--- config.mk ---
export PLATFORM = sky130hd
export DESIGN_NAME = ucode_loader
export DESIGN_NICKNAME = d
export VERILOG_FILES = /design/src/rtl/ucode_loader_pkg.sv /design/src/rtl/ucode_trap_scan.sv /design/src/rtl/ucode_word_counter.sv /design/src/rtl/ucode_loader.sv
export SDC_FILE = /design/constraint.sdc
export NUM_CORES = 1
export LEC_CHECK = 0
export CAP_MARGIN = 15
export CORE_AREA = 3 3 253 255
export DETAILED_ROUTE_END_ITERATION = 16
export DIE_AREA = 0 0 256 258
export PLACE_DENSITY = 0.76
export SYNTH_ARGS = -nofsm -noshare
export SYNTH_HDL_FRONTEND = slang
export SYNTH_SLANG_ARGS = --single-unit
--- constraint.sdc ---
create_clock -name clk -period 3.8 [get_ports clk]
set_input_delay 0.57 -clock clk [delete_from_list [all_inputs] [get_ports clk]]
set_output_delay 0.57 -clock clk [all_outputs]
set_load 0.01 [all_outputs]
--- src/rtl/ucode_loader_pkg.sv ---
package ucode_loader_pkg;

   typedef enum logic [2:0] {
      SEL_ADDR  = 3'd0,
      SEL_DATA  = 3'd1,
      SEL_SPLIT = 3'd2,
      SEL_TRAP  = 3'd3,
      SEL_CFG   = 3'd4
   } reg_sel_e;

   typedef enum logic [2:0] {
      ST_IDLE,
      ST_ADDR,
      ST_DATA,
      ST_SPLIT,
      ST_TRAP,
      ST_CFG
   } seq_state_e;

endpackage

--- src/rtl/ucode_trap_scan.sv ---
module ucode_trap_scan #(
   parameter int NSLOT = 16,
   parameter int SW    = 32,
   localparam int IW   = $clog2(NSLOT)
) (
   input  logic [NSLOT*SW-1:0] slots,
   input  logic [IW:0]         from,
   output logic                hit,
   output logic [IW-1:0]       idx
);

   logic [NSLOT-1:0] nz;

   if (NSLOT < 2) begin : g_bad_nslot
      $error("ucode_trap_scan: NSLOT must be at least 2");
   end

   for (genvar g = 0; g < NSLOT; g++) begin : g_nz
      assign nz[g] = |slots[g*SW +: SW];
   end

   // lowest nonzero slot at or above 'from'
   always_comb begin
      hit = 1'b0;
      idx = '0;
      for (int i = NSLOT - 1; i >= 0; i--) begin
         if (nz[i] && (i >= int'(from))) begin
            hit = 1'b1;
            idx = IW'(i);
         end
      end
   end

endmodule

--- src/rtl/ucode_word_counter.sv ---
module ucode_word_counter #(
   parameter int CW = 12
) (
   input  logic          clk,
   input  logic          rst_n,
   input  logic          clear,
   input  logic          step,
   input  logic [CW-1:0] limit,
   output logic [CW-1:0] count,
   output logic          last
);

   always_ff @(posedge clk or negedge rst_n) begin
      if (!rst_n)     count <= '0;
      else if (clear) count <= '0;
      else if (step)  count <= count + 1'b1;
   end

   assign last = (count == limit - 1'b1);


   cnt_in_range_chk: assert property (@(posedge clk) disable iff (!rst_n)
      (step && limit != '0) |-> (count < limit));

endmodule

--- src/rtl/ucode_loader.sv ---
module ucode_loader
   import ucode_loader_pkg::*;
#(
   parameter int RAM_AW = 16,
   parameter int CNT_W  = 12,
   parameter int DW     = 32,
   parameter int NTRAP  = 16,
   localparam int TIW   = $clog2(NTRAP)
) (
   input  logic              clk,
   input  logic              rst_n,
   input  logic              start,
   input  logic [RAM_AW-1:0] desc_ram_offset,
   input  logic [CNT_W-1:0]  desc_word_count,
   input  logic              desc_split,
   input  logic [NTRAP*DW-1:0] desc_traps,
   input  logic [DW-1:0]     desc_config,
   input  logic              code_valid,
   input  logic [DW-1:0]     code_data,
   output logic              code_ready,
   output logic              bus_we,
   output logic [2:0]        bus_sel,
   output logic [TIW-1:0]    bus_idx,
   output logic [DW-1:0]     bus_wdata,
   output logic              busy,
   output logic              done,
   output logic              err,
   output logic              loaded
);

   if (DW < RAM_AW) begin : g_bad_dw
      $error("ucode_loader: DW must cover RAM_AW");
   end
   if (CNT_W < 1) begin : g_bad_cnt
      $error("ucode_loader: CNT_W must be positive");
   end

   seq_state_e          state;
   logic [RAM_AW-1:0]   ofs_q;
   logic [CNT_W-1:0]    wc_q;
   logic                split_q;
   logic [NTRAP*DW-1:0] traps_q;
   logic [DW-1:0]       cfg_q;
   logic [TIW:0]        tptr;

   logic                scan_hit;
   logic [TIW-1:0]      scan_idx;
   logic                cnt_step;
   logic                cnt_last;
   logic [CNT_W-1:0]    cnt_val;

   assign busy       = (state != ST_IDLE);
   assign code_ready = (state == ST_DATA);
   assign cnt_step   = (state == ST_DATA) && code_valid;

   ucode_word_counter #(.CW(CNT_W)) u_cnt (
      .clk   (clk),
      .rst_n (rst_n),
      .clear (state == ST_IDLE),
      .step  (cnt_step),
      .limit (wc_q),
      .count (cnt_val),
      .last  (cnt_last)
   );

   ucode_trap_scan #(.NSLOT(NTRAP), .SW(DW)) u_scan (
      .slots (traps_q),
      .from  (tptr),
      .hit   (scan_hit),
      .idx   (scan_idx)
   );

   always_ff @(posedge clk or negedge rst_n) begin
      if (!rst_n) begin
         state     <= ST_IDLE;
         ofs_q     <= '0;
         wc_q      <= '0;
         split_q   <= 1'b0;
         traps_q   <= '0;
         cfg_q     <= '0;
         tptr      <= '0;
         bus_we    <= 1'b0;
         bus_sel   <= 3'(SEL_ADDR);
         bus_idx   <= '0;
         bus_wdata <= '0;
         done      <= 1'b0;
         err       <= 1'b0;
         loaded    <= 1'b0;
      end else begin
         bus_we  <= 1'b0;
         bus_idx <= '0;
         done    <= 1'b0;
         err     <= 1'b0;
         unique case (state)
            ST_IDLE: begin
               if (start) begin
                  if (loaded) begin
                     err <= 1'b1;
                  end else begin
                     ofs_q   <= desc_ram_offset;
                     wc_q    <= desc_word_count;
                     split_q <= desc_split;
                     traps_q <= desc_traps;
                     cfg_q   <= desc_config;
                     state   <= ST_ADDR;
                  end
               end
            end
            ST_ADDR: begin
               bus_we    <= 1'b1;
               bus_sel   <= 3'(SEL_ADDR);
               bus_wdata <= DW'(ofs_q);
               state     <= (wc_q == '0) ? ST_SPLIT : ST_DATA;
            end
            ST_DATA: begin
               if (code_valid) begin
                  bus_we    <= 1'b1;
                  bus_sel   <= 3'(SEL_DATA);
                  bus_wdata <= code_data;
                  if (cnt_last) state <= ST_SPLIT;
               end
            end
            ST_SPLIT: begin
               bus_we    <= 1'b1;
               bus_sel   <= 3'(SEL_SPLIT);
               bus_wdata <= DW'(split_q);
               tptr      <= '0;
               state     <= ST_TRAP;
            end
            ST_TRAP: begin
               if (scan_hit) begin
                  bus_we    <= 1'b1;
                  bus_sel   <= 3'(SEL_TRAP);
                  bus_idx   <= scan_idx;
                  bus_wdata <= traps_q[scan_idx*DW +: DW];
                  tptr      <= {1'b0, scan_idx} + 1'b1;
               end else begin
                  state <= ST_CFG;
               end
            end
            ST_CFG: begin
               bus_we    <= 1'b1;
               bus_sel   <= 3'(SEL_CFG);
               bus_wdata <= cfg_q;
               done      <= 1'b1;
               loaded    <= 1'b1;
               state     <= ST_IDLE;
            end
            default: state <= ST_IDLE;
         endcase
      end
   end


   stall_no_write_chk: assert property (@(posedge clk) disable iff (!rst_n)
      (code_ready && !code_valid) |=> !bus_we);


   refuse_reload_chk: assert property (@(posedge clk) disable iff (!rst_n)
      (!busy && start && loaded) |=> (err && !bus_we && !busy));


   loaded_sticky_chk: assert property (@(posedge clk) disable iff (!rst_n)
      loaded |=> loaded);


   trap_nonzero_chk: assert property (@(posedge clk) disable iff (!rst_n)
      (bus_we && bus_sel == 3'(SEL_TRAP)) |-> (bus_wdata != '0));


   done_on_cfg_chk: assert property (@(posedge clk) disable iff (!rst_n)
      done |-> (bus_we && bus_sel == 3'(SEL_CFG) && !busy));


   done_single_chk: assert property (@(posedge clk) disable iff (!rst_n)
      done |=> !done);

endmodule

==> metrics.md <==
| Metric | Value |
|---|---|
| Status | `finished, violations left` |
| Violated checks | `hold timing` |
| Number of antenna violations at the first check in global routing | `17` |
| Netlist area before placement | `0.0303 mm2` |
| Setup violators final | `0` |
| Final nets | `3949` |
| Syn. warnings | `0` |
| Clock latency on the worst-skew pair | `0.62 ns` |
| DR vias/cell | `6.04` |
| Share of the synthesized area in compound gates (AO/OA/AOI/OAI) | `5.79%` |
| Number of buffers added to fix hold violations after cts | `0` |
| Total core area | `0.0618 mm2` |
| First-pass iteration count of the detailed router | `8` |
| Fraction of synthesis flops using an asynchronous set or reset pin | `100%` |
| Switching part of the total power | `37.9%` |
| Final HPWL DP | `93500 um` |
| Most instantiated flip-flop cell in the synthesis netlist | `dfrtp_1` |
| Clock buffer count from CTS | `72` |
| Buffer depth of the longest clock path | `3` |
| Die outline height | `258 um` |
| Average wire per standard cell | `28.0 um` |
| Relative slew slack | `26.6%` |
| Post-route minimum period | `3.76 ns` |
| Post-Route Skew | `0.0200 ns` |
| Final hold slack | `-0.0620 ns` |
| Total power density per cell area | `823 mW/mm2` |
| Number of enable flip-flop cells after synthesis | `0` |
| Slew at the pin closest to its max-slew limit | `1.10 ns` |
| Filler cell count in the final layout | `4769` |
| Seq pwr share | `41.0%` |
| Count of boundary I/O pins | `654` |
| Logic gate share of total power | `37.6%` |
| Critical path required time | `4.33 ns` |
| Total power of the final layout | `33.6 mW` |
| Max-slew violations | `0` |
| Input/output buffers | `653` |
| Clock group share of total power | `21.4%` |
| Synth Area in Adders | `0.124%` |
| Final design area excluding fillers | `0.0408 mm2` |
| Total leakage power | `16.9 nW` |
| CTS Sinks | `636` |
| Placer Congestion | `1.01` |
| Largest family of logic cells by synthesized area | `multiplexers` |
| Vias in the first global route | `26405` |
| Hold violation total from the final report | `16` |
| Arrival time reported for the critical path endpoint | `4.29 ns` |
| Post-Synthesis Net Count | `3293` |
| Post-synthesis mux area share | `23.6%` |
| Syn avg cell area | `11.3 um2` |
| Global-route wire length before repair | `172000 um` |
| Placement-stage cell area | `0.0382 mm2` |
| Period Utilization, post-route | `99.0%` |
| Netlist cell types | `67` |
| Die Footprint | `0.0660 mm2` |
| Share of the yosys chip area belonging to registers | `52.6%` |
| Synthesized instance count | `2681` |
| Final antenna-violating net count | `0` |
| Simple-gate portion of the synthesized area | `14.4%` |
| DRC violations left | `0` |
| Category of the worst setup path capture point | `flop` |
| Initial Utilization | `48.9%` |
| Maximum vdd ir drop | `0.438 mV` |
| Clock transition time at the flip-flop clock pins of the worst setup and hold paths | `0.06 ns` |
| Sum of overflow across all layers after global routing | `0` |
| Standard-cell rows | `91` |
| Share of post-route cells with drive strength above 1 | `24.4%` |
| DRC marker count from the first detailed-route iteration | `2845` |
| TritonCTS clock tree | `built` |
| Htree depth | `3` |
| Yosys reg bits | `636` |
| Library cell used as clock root buffer | `clkbuf_16` |
| Class of the most critical hold timing path | `input pin to async pin` |
| Aggregate routed wire length | `119000 um` |
| Unrepaired setup endpoints after global routing | `false` |
| Peak Freq | `266 MHz` |
| Pin count of the biggest net entering global routing | `106` |
| DIE WIDTH | `256 um` |
| Path type of the worst setup path | `flop to flop` |
| Parity-gate share of the synthesized area counting xor and xnor cells | `0.897%` |
| Vias | `25594` |
| Critical path launch point type | `flop` |
| Net Switching | `12.7 mW` |
| Max-Cap Viols | `0` |
| Largest fanout on the critical path | `17` |
| Global routing usage summed across all routing layers | `35.1%` |
| Layout overhead on the synthesized area | `34.8%` |
| P_int | `20.8 mW` |
==> timing repair <==
item	4_1_cts	5_1_grt
gates cloned	0	1
pin swaps	0	6
resized for setup	3	11
setup endpoints to repair	2	17
setup buffers	0	4
==> registers in the layout, indices dropped and copies added, names as in the netlist <==
signal / flops
cfg_q: 32
bus_idx: 4
bus_sel: 3
err: 1
traps_q: 512
loaded: 1
u_cnt.count: 12
bus_we: 1
bus_wdata: 32
split_q: 1
done: 1
wc_q: 12
tptr: 5
ofs_q: 16
state: 3
==> kinds of logic (layout without fill, tap and decap cells) <==
| logic type | count (synthesis) | in the layout |
|---|---|---|
| AO/OA/AOI/OAI | 260 | 260 |
| XOR/XNOR | 31 | 31 |
| adder cells (fa/ha/maj) | 3 | 3 |
| buffers and inverters | 188 | 897 |
| flip-flops | 636 | 636 |
| multiplexers | 640 | 640 |
| other | 0 | 12 |
| AND/OR/NAND/NOR | 923 | 923 |
==> final timing paths <==
| path | from | endpoint | slack [ns] | depth (start not counted) |
|---|---|---|---|---|
| max | traps_q[8]$_DFFE_PN0P_ | bus_wdata[3]$_DFFE_PN0P_ | 0.04 | 13 |
| min | rst_n | traps_q[172]$_DFFE_PN0P_ | -0.06 | 1 |
| max reg2reg | traps_q[8]$_DFFE_PN0P_ | bus_wdata[3]$_DFFE_PN0P_ | 0.04 | 13 |
| min reg2reg | bus_sel[2]$_DFFE_PN0P_ | bus_sel[2]$_DFFE_PN0P_ | 0.50 | 1 |
| max in group asynchronous | rst_n | traps_q[106]$_DFFE_PN0P_ | 2.60 | 2 |
| min in group clk | bus_sel[2]$_DFFE_PN0P_ | bus_sel[2]$_DFFE_PN0P_ | 0.50 | 1 |
==> synth_stat cells (7+ instances only) <==
library cell	number	area [um2]
dfrtp_1	636	15900
mux2_2	576	6490
nand2_1	415	1560
nand3_1	177	886
nor4_1	128	801
clkbuf_1	122	458
nor2_1	85	319
nand4_1	71	444
a21oi_1	67	335
a31oi_1	61	382
mux2i_1	60	601
buf_2	33	165
a22oi_1	30	225
a32oi_1	30	263
o21ai_0	17	85.1
xor2_1	17	149
xnor2_1	14	123
o211ai_1	13	97.6
buf_1	10	37.5
buf_4	10	75.1
inv_1	10	37.5
and2_1	9	56.3
nor3_1	7	35.0
==> area by class of cell <==
type                            instances  area (um2)  area share [%]
Inverter                               12        50.0           0.123
Timing Repair Buffer                  758        7680            18.8
Multi-Input combinational cell       1857       13700            33.5
Clock buffer                          108        2130            5.22
Clock inverter                         19         287           0.702
Antenna cell                           12        30.0          0.0736
Tap cell                              837        1050            2.57
Sequential cell                       636       15900            39.0
==> cells in the final DEF (no fill, tap or decap), types with 5 or more instances in the layout <==
master	n
buf_12	25
a22oi_1	30
nand4_1	71
a32oi_1	30
nor3_1	7
a31oi_1	61
nor4_1	117
o211ai_1	13
diode_2	12
clkdlybuf4s50_1	652
o21ai_0	16
dfrtp_1	636
a21oi_1	67
clkbuf_1	20
o21ai_1	5
nand2_1	414
nor4_2	15
inv_1	10
and2_1	8
nand3_1	176
nor2_1	83
xnor2_1	14
xor2_1	17
mux2_2	576
mux2i_1	60
clkinv_2	7
clkbuf_16	76
clkbuf_8	13
buf_4	78
bufinv_16	7
==> metrics by stage <==
stage               cells  worst slack (ns)  setup TNS (ns)  hold slack (ns)  util (%)
floorplan            2681              1.02               0            0.274         -
finish               4239            0.0378               0          -0.0620      66.0
CTS                  4222            0.0443               0           0.0199      65.7
global placement     4095          0.000510               0            0.461      61.8
global route         4234           0.00170               0           0.0247      66.0
detailed placement   4095           -0.0734         -0.0819            0.481      61.8
==> worst max-delay path, cell delays in order (launching register included) <==
cell and delay, ns:
dfrtp_1 0.40, nor4_1 0.54, nand4_1 0.27, o211ai_1 0.36
nand3_1 0.14, nor3b_1 0.33, a21oi_4 0.16, inv_6 0.18
buf_4 0.24, buf_4 0.26, nand2_1 0.08, a31oi_1 0.22
nand3_1 0.23, a31oi_1 0.24
==> power groups by stage <==
| stage | Combinational, mW | Sequential, mW | Clock [mW] |
|---|---|---|---|
| floorplan | 8.34 | 12.1 | 0 |
| global placement | 12.1 | 13.5 | 0 |
| detailed placement | 12.3 | 13.6 | 0 |
| CTS | 12.4 | 13.6 | 7.28 |
| global route | 13.7 | 14.0 | 7.53 |
| finish | 12.6 | 13.8 | 7.18 |
==> per-layer routing <==
layer  global-route usage [%]  part of all wire [%]  vias to the layer above
met1                     44.3                    39                    12906
met2                     58.7                    49                     1301
li1                         -                     -                    11090
met4                     15.8                   5.2                       10
met5                        0                 0.055                        -
met3                     7.11                   7.5                      287
Note: power is estimated with default switching activity, not from simulation.
